[src/rtl/dsc_pkg.sv]
package dsc_pkg;

    // Sequencer states
    typedef enum logic [1:0] {
        ST_IDLE   = 2'd0,
        ST_CONV_A = 2'd1,
        ST_CONV_B = 2'd2
    } conv_state_e;

    // Word addresses
    localparam int ADR_CTL_A = 0;
    localparam int ADR_CTL_B = 1;
    localparam int ADR_RES_A = 2;
    localparam int ADR_RES_B = 3;
    localparam int ADR_STAT  = 4;

    // Field positions
    localparam int IE_BIT        = 8;
    localparam int STAT_COCO_A   = 0;
    localparam int STAT_COCO_B   = 1;
    localparam int STAT_BUSY     = 2;
    localparam int STAT_HW_MODE  = 3;

endpackage

[src/rtl/dsc_conv_stub.sv]
module dsc_conv_stub #(
    parameter int NUM_CH  = 4,
    parameter int RES_W   = 12,
    parameter int LATENCY = 8,
    localparam int CH_W   = (NUM_CH > 1) ? $clog2(NUM_CH) : 1,
    localparam int CNT_W  = $clog2(LATENCY + 1)
) (
    input  logic                    clk,
    input  logic                    rst_n,
    input  logic                    start,
    input  logic [CH_W-1:0]         ch,
    input  logic [NUM_CH*RES_W-1:0] ain,
    output logic                    busy,
    output logic                    valid,
    output logic [RES_W-1:0]        data
);

    localparam logic [CNT_W-1:0] CNT_LOAD = CNT_W'(LATENCY - 1);

    logic [RES_W-1:0] lane [NUM_CH];
    logic [RES_W-1:0] picked;
    logic [CNT_W-1:0] cnt_q;

    for (genvar k = 0; k < NUM_CH; k++) begin : g_lane
        assign lane[k] = ain[k*RES_W +: RES_W];
    end

    always_comb begin
        picked = '0;
        for (int k = 0; k < NUM_CH; k++) begin
            if (int'(ch) == k) picked = lane[k];
        end
    end

    always_ff @(posedge clk or negedge rst_n) begin
        if (!rst_n) begin
            busy  <= 1'b0;
            cnt_q <= '0;
            data  <= '0;
        end else if (start && !busy) begin
            busy  <= 1'b1;
            cnt_q <= CNT_LOAD;
            data  <= picked;
        end else if (busy) begin
            if (cnt_q == '0) busy <= 1'b0;
            else             cnt_q <= cnt_q - 1'b1;
        end
    end

    assign valid = busy && (cnt_q == '0);

    // the sequencer never restarts the converter mid-conversion
    a_r5_no_restart: assert property (@(posedge clk) disable iff (!rst_n)
        busy |-> !start);

    // the countdown stays inside the latency window
    a_r4_cnt_range: assert property (@(posedge clk) disable iff (!rst_n)
        busy |-> (int'(cnt_q) < LATENCY));

endmodule

[src/rtl/dsc_slot_regs.sv]
module dsc_slot_regs #(
    parameter int CH_W  = 2,
    parameter int RES_W = 12
) (
    input  logic             clk,
    input  logic             rst_n,
    input  logic             cfg_we,
    input  logic [CH_W-1:0]  cfg_ch,
    input  logic             cfg_ie,
    input  logic             res_we,
    input  logic [RES_W-1:0] res_data,
    input  logic             rd_clr,
    output logic [CH_W-1:0]  ch,
    output logic             ie,
    output logic             coco,
    output logic [RES_W-1:0] result,
    output logic             done
);

    always_ff @(posedge clk or negedge rst_n) begin
        if (!rst_n) begin
            ch <= '0;
            ie <= 1'b0;
        end else if (cfg_we) begin
            ch <= cfg_ch;
            ie <= cfg_ie;
        end
    end

    always_ff @(posedge clk or negedge rst_n) begin
        if (!rst_n) begin
            result <= '0;
            coco   <= 1'b0;
            done   <= 1'b0;
        end else begin
            done <= res_we;
            if (res_we) begin
                result <= res_data;
                coco   <= 1'b1;
            end else if (rd_clr) begin
                coco   <= 1'b0;
            end
        end
    end

    // a result read with no new store drops the flag
    a_r6_read_clears: assert property (@(posedge clk) disable iff (!rst_n)
        (rd_clr && !res_we) |=> !coco);

    // a store at the read edge keeps the flag
    a_r6_store_wins: assert property (@(posedge clk) disable iff (!rst_n)
        res_we |=> coco);

    // completion pulse lasts one cycle
    a_r8_done_pulse: assert property (@(posedge clk) disable iff (!rst_n)
        done |=> !done);

endmodule

[src/rtl/dsc_seq_fsm.sv]
module dsc_seq_fsm
    import dsc_pkg::*;
(
    input  logic clk,
    input  logic rst_n,
    input  logic hw_mode,
    input  logic pre_a,
    input  logic pre_b,
    input  logic sw_start,
    input  logic conv_valid,
    output logic start,
    output logic start_b,
    output logic busy,
    output logic wr_a,
    output logic wr_b
);

    conv_state_e state_q, state_d;

    // State register
    always_ff @(posedge clk or negedge rst_n) begin
        if (!rst_n) state_q <= ST_IDLE;
        else        state_q <= state_d;
    end

    // Transitions
    always_comb begin
        state_d = state_q;
        unique case (state_q)
            ST_IDLE: begin
                if (hw_mode) begin
                    if (pre_a)      state_d = ST_CONV_A;   // T_HW_A
                    else if (pre_b) state_d = ST_CONV_B;   // T_HW_B
                end else if (sw_start) begin
                    state_d = ST_CONV_A;                   // T_SW_A
                end
            end
            ST_CONV_A: if (conv_valid) state_d = ST_IDLE;  // T_DONE_A
            ST_CONV_B: if (conv_valid) state_d = ST_IDLE;  // T_DONE_B
            default:   state_d = ST_IDLE;
        endcase
    end

    // Outputs
    always_comb begin
        start   = 1'b0;
        start_b = 1'b0;
        busy    = 1'b0;
        wr_a    = 1'b0;
        wr_b    = 1'b0;
        unique case (state_q)
            ST_IDLE: begin
                start   = (state_d != ST_IDLE);
                start_b = (state_d == ST_CONV_B);
            end
            ST_CONV_A: begin
                busy = 1'b1;
                wr_a = conv_valid;
            end
            ST_CONV_B: begin
                busy = 1'b1;
                wr_b = conv_valid;
            end
            default: ;
        endcase
    end

    // an accepted start makes the block busy on the next cycle
    a_r4_busy_after_start: assert property (@(posedge clk) disable iff (!rst_n)
        start |=> busy);

    // in software mode nothing but a slot A write leaves idle
    a_r9_sw_quiet: assert property (@(posedge clk) disable iff (!rst_n)
        (!busy && !hw_mode && !sw_start) |=> !busy);

    // simultaneous pre-triggers favour slot A
    a_r5_a_priority: assert property (@(posedge clk) disable iff (!rst_n)
        (!busy && hw_mode && pre_a) |=> (state_q == ST_CONV_A));

endmodule

[src/rtl/dsc_dual_slot_adc.sv]
module dsc_dual_slot_adc
    import dsc_pkg::*;
#(
    parameter int NUM_CH  = 4,
    parameter int RES_W   = 12,
    parameter int LATENCY = 8,
    parameter int BUS_W   = 16,
    parameter int ADDR_W  = 3
) (
    input  logic                    clk,
    input  logic                    rst_n,
    input  logic                    bus_sel,
    input  logic                    bus_wr,
    input  logic [ADDR_W-1:0]       bus_addr,
    input  logic [BUS_W-1:0]        bus_wdata,
    output logic [BUS_W-1:0]        bus_rdata,
    input  logic                    pretrig_a,
    input  logic                    pretrig_b,
    input  logic [NUM_CH*RES_W-1:0] ain,
    output logic                    busy,
    output logic                    done_a,
    output logic                    done_b,
    output logic                    irq
);

    localparam int CH_W  = (NUM_CH > 1) ? $clog2(NUM_CH) : 1;
    localparam int NSLOT = 2;

    logic wr_hit, rd_hit;
    logic [NSLOT-1:0] cfg_we, res_we, rd_clr, coco, ie, done;
    logic [CH_W-1:0]  ch  [NSLOT];
    logic [RES_W-1:0] res [NSLOT];
    logic             hw_mode_q;
    logic             conv_start, start_b, conv_valid, stub_busy;
    logic [CH_W-1:0]  conv_ch;
    logic [RES_W-1:0] conv_data;

    assign wr_hit = bus_sel && bus_wr;
    assign rd_hit = bus_sel && !bus_wr;

    // Slot register sets
    for (genvar g = 0; g < NSLOT; g++) begin : g_slot
        assign cfg_we[g] = wr_hit && (bus_addr == ADDR_W'(ADR_CTL_A + g));
        assign rd_clr[g] = rd_hit && (bus_addr == ADDR_W'(ADR_RES_A + g));

        dsc_slot_regs #(
            .CH_W  (CH_W),
            .RES_W (RES_W)
        ) u_slot (
            .clk      (clk),
            .rst_n    (rst_n),
            .cfg_we   (cfg_we[g]),
            .cfg_ch   (bus_wdata[CH_W-1:0]),
            .cfg_ie   (bus_wdata[IE_BIT]),
            .res_we   (res_we[g]),
            .res_data (conv_data),
            .rd_clr   (rd_clr[g]),
            .ch       (ch[g]),
            .ie       (ie[g]),
            .coco     (coco[g]),
            .result   (res[g]),
            .done     (done[g])
        );
    end

    // Trigger mode
    always_ff @(posedge clk or negedge rst_n) begin
        if (!rst_n)
            hw_mode_q <= 1'b0;
        else if (wr_hit && (bus_addr == ADDR_W'(ADR_STAT)))
            hw_mode_q <= bus_wdata[STAT_HW_MODE];
    end

    dsc_seq_fsm u_fsm (
        .clk        (clk),
        .rst_n      (rst_n),
        .hw_mode    (hw_mode_q),
        .pre_a      (pretrig_a),
        .pre_b      (pretrig_b),
        .sw_start   (cfg_we[0]),
        .conv_valid (conv_valid),
        .start      (conv_start),
        .start_b    (start_b),
        .busy       (busy),
        .wr_a       (res_we[0]),
        .wr_b       (res_we[1])
    );

    // Software start takes the channel from the write in flight
    assign conv_ch = !hw_mode_q ? bus_wdata[CH_W-1:0]
                   : (start_b ? ch[1] : ch[0]);

    dsc_conv_stub #(
        .NUM_CH  (NUM_CH),
        .RES_W   (RES_W),
        .LATENCY (LATENCY)
    ) u_conv (
        .clk   (clk),
        .rst_n (rst_n),
        .start (conv_start),
        .ch    (conv_ch),
        .ain   (ain),
        .busy  (stub_busy),
        .valid (conv_valid),
        .data  (conv_data)
    );

    // Read path
    always_comb begin
        bus_rdata = '0;
        case (int'(bus_addr))
            ADR_CTL_A: begin
                bus_rdata[CH_W-1:0] = ch[0];
                bus_rdata[IE_BIT]   = ie[0];
            end
            ADR_CTL_B: begin
                bus_rdata[CH_W-1:0] = ch[1];
                bus_rdata[IE_BIT]   = ie[1];
            end
            ADR_RES_A: bus_rdata[RES_W-1:0] = res[0];
            ADR_RES_B: bus_rdata[RES_W-1:0] = res[1];
            ADR_STAT: begin
                bus_rdata[STAT_COCO_A]  = coco[0];
                bus_rdata[STAT_COCO_B]  = coco[1];
                bus_rdata[STAT_BUSY]    = busy;
                bus_rdata[STAT_HW_MODE] = hw_mode_q;
            end
            default: bus_rdata = '0;
        endcase
    end

    assign done_a = done[0];
    assign done_b = done[1];
    assign irq    = |(coco & ie);

    // sequencer and converter agree on busy
    a_r4_busy_agree: assert property (@(posedge clk) disable iff (!rst_n)
        busy == stub_busy);

    // at most one completion pulse per cycle
    a_r8_done_onehot: assert property (@(posedge clk) disable iff (!rst_n)
        $onehot0({done_a, done_b}));

    // no interrupt without a pending flag
    a_r7_irq_needs_flag: assert property (@(posedge clk) disable iff (!rst_n)
        irq |-> (coco[0] || coco[1]));

endmodule

[config.mk]
export PLATFORM = sky130hd
export DESIGN_NAME = dsc_dual_slot_adc
export DESIGN_NICKNAME = d
export VERILOG_FILES = /design/src/rtl/dsc_pkg.sv /design/src/rtl/dsc_conv_stub.sv /design/src/rtl/dsc_slot_regs.sv /design/src/rtl/dsc_seq_fsm.sv /design/src/rtl/dsc_dual_slot_adc.sv
export SDC_FILE = /design/constraint.sdc
export NUM_CORES = 1
export LEC_CHECK = 0
export ABC_CLOCK_PERIOD_IN_PS = 2300
export BUFFER_PORTS_ARGS = -buffer_cell sky130_fd_sc_hd__buf_2
export CAP_MARGIN = 20
export CORE_UTILIZATION = 46
export DETAILED_ROUTE_END_ITERATION = 8
export GPL_TIMING_DRIVEN = 0
export PLACE_DENSITY = 0.76
export SYNTH_ARGS = -nofsm -noshare
export SYNTH_HDL_FRONTEND = slang
export SYNTH_SLANG_ARGS = --single-unit
[constraint.sdc]
create_clock -name clk -period 2.3 [get_ports clk]
set_input_delay 0.23 -clock clk [delete_from_list [all_inputs] [get_ports clk]]
set_output_delay 0.23 -clock clk [all_outputs]
set_load 0.005 [all_outputs]
Yosys cells after proc, flatten, opt, wreduce, memory -nomap -nowiden. Index checks and enable logic that the tools add are counted. Widths: inputs -> output; s select.

Memory bits (read-only): 0. Flip-flop bits (word level): 54. Bits of input ports: 73. Memories kept: 0. Memory bits (writable): 0. Bits in latches: 0.

Div/mod/pow operators: 0. Shift operators: 0. Equal/unequal tests: 11. Add/sub/neg operators: 1. Multipliers: 0. $lt $le $gt $ge: 0. Bitwise logic cells: 1. Mux-type cells: 32. Reduce and logical (&&, ||, !) cells: 22.

Operators by type and width (count): $mux 12 (4); $mux 2 (7); $mux 1 (12); $mux 4 (3); $pmux 2 s5 (1); $logic_and 1x1->1 (9); $eq 2x2->1 const B (4); $pmux 4 s2 (1); $reduce_bool 2->1 (4); $eq 3x2->1 const B (2); $pmux 2 s3 (1); $pmux 3 s2 (1); $eq 2x1->1 const B (2); $logic_not 2->1 (2); $logic_not 4->1 (1); $pmux 1 s4 (1); $pmux 2 s2 (1); $reduce_or 2->1 (2); $sub 4x1->4 const B (1); $eq 3x1->1 const B (1); $eq 3x3->1 const B (1); $logic_not 3->1 (1); $and 2x2->2 (1); $logic_not 1->1 (2); other kinds (2) (2).

Longest topological paths before layout.
Word-level depth: 14. Mapped depth: 11. Mapped depth without buffers: 9.

Cells and area by module. From an unflattened synthesis, not the netlist that was laid out.

Cells, all modules: 252. Area total of the unflattened synthesis: 3014.1 um2.

By module, submodules not included: dsc_slot_regs (area each 651.9 um2, times used 2, cells each 35, seq. area each 425.4 um2); dsc_conv_stub (area each 1013.5 um2, times used 1, cells each 95, seq. area each 425.4 um2); dsc_dual_slot_adc (area each 476.7 um2, times used 1, cells each 63, seq. area each 25.0 um2); dsc_seq_fsm (area each 220.2 um2, times used 1, cells each 24, seq. area each 50.0 um2).

Least setup slack after synthesis. OpenSTA, ideal clock, no wires.

Path type: reg2reg. From: register u_conv.cnt_q[0]. To: register u_conv.data[1]. Path buffers: 1. Arrival time: 2.372 ns. Clock period less this slack: 2.505 ns. Path slack: -0.205 ns. Data required time: 2.168 ns. Cell stages (with the launch flop): 11. Cell sequence: dfrtp_1 > inv_1 > ha_1 > nor4bb_4 > nor3_1 > a31o_1 > and3_4 > o311ai_4 > buf_6 > mux2i_1 > o221ai_2.

Longest elaborated chain between the ends: 13. Elaborated cells between the ends (all ways): 19.

Ends and longest elaborated chain: start, declared (line dsc_conv_stub.sv:22) `logic [CNT_W-1:0] cnt_q;`; start signal, assigned (line dsc_conv_stub.sv:46) `else cnt_q <= cnt_q - 1'b1;`; $logic_not 4->1 * (line dsc_conv_stub.sv:50) `assign valid = busy && (cnt_q == '0);`; $logic_and 1x1->1 * (line dsc_conv_stub.sv:50); $mux 2 * (line dsc_seq_fsm.sv:38, dsc_seq_fsm.sv:39); $pmux 2 s2 * (line dsc_seq_fsm.sv:29) `unique case (state_q)`; $eq 2x2->1 (line dsc_seq_fsm.sv:54) `start_b = (state_d == ST_CONV_B);`; $mux 1 (line dsc_seq_fsm.sv:51) `unique case (state_q)`; $mux 2 (line dsc_dual_slot_adc.sv:91) `: (start_b ? ch[1] : ch[0]);`; $mux 2 (line dsc_dual_slot_adc.sv:90) `assign conv_ch = !hw_mode_q ? bus_wdata[CH_W-1:0]`; $logic_not 2->1 (line dsc_conv_stub.sv:31) `if (int'(ch) == k) picked = lane[k];`; $mux 12 (4 in a row) (line dsc_conv_stub.sv:31); end signal, assigned (line dsc_conv_stub.sv:43) `data <= picked;`; end, declared (line dsc_conv_stub.sv:15) `output logic [RES_W-1:0] data`.

Every way passes the cells marked *; elsewhere a longest branch is shown, timed or not. A chain may end at the register's enable or synchronous reset.

Worst setup path after layout.
From: register u_conv.cnt_q[0]. To: register u_conv.data[10].

The elaborated chain is that of the path after synthesis.

==> flow_metrics.py <==
metrics = {
    "outcome": {
        "status": "complete, but fails checks",
        "violations": "setup timing",
    },
    "synthesis": {
        "async_flop_share_pct": 100,
        "synth-warning-count": 0,
        "syn_avg_cell_area_sq_um": 11.5,
        "synth.most_common_cell": "dfrtp_1",
        "synth_common_cells": "54 x dfrtp_1, 36 x mux2i_1, 30 x mux2_2, 30 x nand2_1",
        "synth_ff_type": "dfrtp_1",
        "synth_top_cells_by_area": "dfrtp_1 45%, mux2i_1 12%, mux2_2 11%",
        "yosys.area.top_type": "dfrtp_1",
        "synth_top_area_share_pct": 44.8,
        "syn_area_sq_mm": 0.00302,
        "synth_cell_types": 48,
        "yosysSeqAreaShare_pct": 44.8,
        "synthCells": 262,
        "yosys_register_bits": 54,
        "synth_edf_count": 0,
    },
    "route": {
        "vias_per_cell": 5.54,
        "highest_layer": "met4",
        "dr.pass1.iters": 4,
        "drt-initial-drc-count": 127,
        "vias": 2443,
        "wl_per_cell_um": 17.5,
        "wirelength_um": 7730,
        "final_antenna_net_count": 0,
        "routed-wl-met2_um": 3950,
        "route.met3.wl_um": 291,
        "drc": 0,
        "wl_met1_um": 3350,
    },
    "power_and_ir_drop": {
        "vdd_drop_max_mv": 0.573,
        "power_leakage_nw": 1.94,
        "p_per_area_mw_per_mm2": 1030,
    },
    "clock_tree": {
        "cts_tree": "built",
        "numCtsBuffers": 5,
        "clockBufferDepth": 2,
        "clkLatencyLatePin_ns": 0.32,
        "cts.sinks": 54,
        "cts-root-buf": "clkbuf_8",
        "clk_pin_slew_worst_paths_ns": 0.10,
        "cts_htree_levels": 2,
    },
    "sta": {
        "slew_violations": 0,
        "max_slew_margin_pct": 45.5,
        "tightestPinTransition_ns": 0.818,
        "fin_crit_sh_pct": 108,
        "rsz0062_at_grt": "true",
        "layout_min_cycle_time_ns": 2.48,
        "clock_skew_ns": 0.0123,
        "hold_viol": 0,
        "fmax_ghz": 0.403,
        "setup_slack_ns": -0.182,
        "setup_viol": 12,
        "finalSetupTns_ns": -1.81,
    },
    "die": {
        "io_pins": 93,
        "core_region_area_sq_mm": 0.00635,
        "initial_core_util_pct": 47.5,
        "rows": 29,
        "fp.dieW_um": 83.0,
        "die_h_um": 83.0,
        "die-area_sq_mm": 0.00689,
    },
    "global_route": {
        "grt_max_degree": 35,
        "globalRouteOverflowTotal": 0,
        "antenna_found_initial": 0,
        "grt_use_total_pct": 22.2,
        "grt_pass1_wl_um": 12000,
        "grt_pass1_vias": 2427,
    },
    "worst_setup_path": {
        "cp_cell_sequence": "inv_2 -> ha_4 -> nor4bb_4 -> nand2b_1 -> a21o_1 -> buf_4 -> and3_4 -> o311ai_4 -> buf_6 -> buf_12 -> mux2i_2 -> o221ai_2",
        "cpPeakStageDelay_ns": 0.38,
        "cp-end-kind": "flip-flop",
        "cp_slowest_cell": "dfrtp_1",
        "criticalPathCategory": "reg2reg",
        "arrival_ns": 2.68,
        "required_ns": 2.50,
        "start_kind": "flip-flop",
        "worstPathMaxFanout": 5,
    },
    "cells_and_area": {
        "multi_input_area_sq_mm": 0.00171,
        "regArea_sq_mm": 0.00135,
        "areaGrowthSynthToFinish_pct": 33.3,
        "diodes": 0,
        "fin_util_pct": 63.3,
        "nNetsFinal": 442,
        "fill_cells": 493,
        "drive_gt1_share_pct": 51.4,
    },
    "placement": {
        "dp_slack_ns": -0.471,
        "hpwl_um": 4980,
        "gp_congestion": 0.807,
        "port_buffers": 74,
    },
    "flow_run": {
        "maxCapViolCount": 0,
    },
    "hold_path": {
        "hp-class": "in2reg",
    },
}
-- stage by stage --
stage | instance area [sq um] | total power [mW] | instances | hold slack [ns]
after CTS | 3840 | 3.93 | 440 | 0.144
final | 4020 | 4.13 | 441 | 0.147
after floorplan | 3050 | 2.61 | 265 | -0.0656
after global placement | 3510 | 2.97 | 416 | 0.464
after detailed placement | 3530 | 3.03 | 417 | 0.221
after global routing | 4020 | 4.38 | 441 | 0.142
-- routing by layer --
metal | vias up | GRT usage [%]
met5 | - | 0
met2 | 81 | 37.9
met1 | 1220 | 29.5
li1 | 1128 | -
met3 | 14 | 2.98
met4 | 0 | 6.74
-- cell families after synthesis --
logic type | synth area share, %
compound gates | 11.8
xor+xnor | 0.871
simple gates | 10.7
flops | 44.8
buf+inv | 5.35
mux | 23.9
fa+ha+maj | 2.49
other cells | 0.124
-- placed cells by master, fill, tap and decap left out, types with 2 or more instances in the layout --
cell      instances
nor3_1            2
nor2_1           13
clkbuf_1          2
ha_1              4
ha_4              2
and2_1            3
dfrtp_1          53
mux2i_4           7
buf_12            4
a31oi_1           2
o41ai_1           2
nand2_1          30
mux2i_2          13
inv_1            11
buf_1             3
o22ai_1           2
a22o_1            2
inv_2             3
xor2_1            2
clkbuf_8          5
buf_8             2
mux2_2           30
o21ai_0           4
a21oi_1           2
conb_1            4
o221ai_2         11
nand2b_1          2
a21o_1            2
mux2i_1          16
buf_2            76
nand3_1           4
buf_4            15
buf_6             4
-- state kept, by name, summed over array words and instances, names as in the netlist --
register / flops
hw_mode_q: 1
u_conv.data: 12
g_slot.u_slot.result: 24
g_slot.u_slot.ch: 4
u_conv.cnt_q: 4
g_slot.u_slot.done: 2
u_fsm.state_q: 2
u_conv.busy: 1
g_slot.u_slot.coco: 2
g_slot.u_slot.ie: 2
-- critical path: cells and delay by family (launching register included) --
kind | cells | cell delay [ns]
compound gates | 3 | 0.53
fa+ha+maj | 1 | 0.16
buf+inv | 4 | 0.57
flops | 1 | 0.38
mux | 1 | 0.25
simple gates | 3 | 0.48
-- where the power goes --
group | switching, mW | internal [mW] | total [mW]
Combinational | 0.886 | 1.06 | 1.94
Clock | 0.319 | 0.325 | 0.644
Sequential | 0.249 | 1.29 | 1.54
Total | 1.45 | 2.67 | 4.13
-- final cells by class --
| cell class | instances | area share, % |
|---|---|---|
| clock buffers | 6 | 1.80 |
| well taps | 77 | 2.40 |
| clock inverters | 2 | 0.933 |
| multi-input cells | 181 | 42.5 |
| repair buffers | 91 | 13.8 |
| inverters | 14 | 1.31 |
| plain buffers | 16 | 3.61 |
| flip-flops and latches | 54 | 33.6 |
-- repair_timing --
item,CTS,global route
hold endpoints to repair,20,0
pin swaps,15,2
gates cloned,3,0
hold buffers,1,0
gates resized for setup,17,37
setup endpoints to repair,17,17
buffers inserted,11,1
-- final timing paths --
kind,to,slack (ns),depth (start not counted),startpoint
min in group asynchronous,u_conv.data[6],0.40,2,rst_n
max in group asynchronous,hw_mode_q,1.33,3,rst_n
min reg2reg,g_slot[0].u_slot.result[8],0.51,1,g_slot[0].u_slot.result[8]
max,u_conv.data[10],-0.18,12,u_conv.cnt_q[0]
max reg2reg,u_conv.data[10],-0.18,12,u_conv.cnt_q[0]
min,hw_mode_q,0.15,2,bus_wdata[3]
Note: power is estimated with default switching activity, not from simulation.
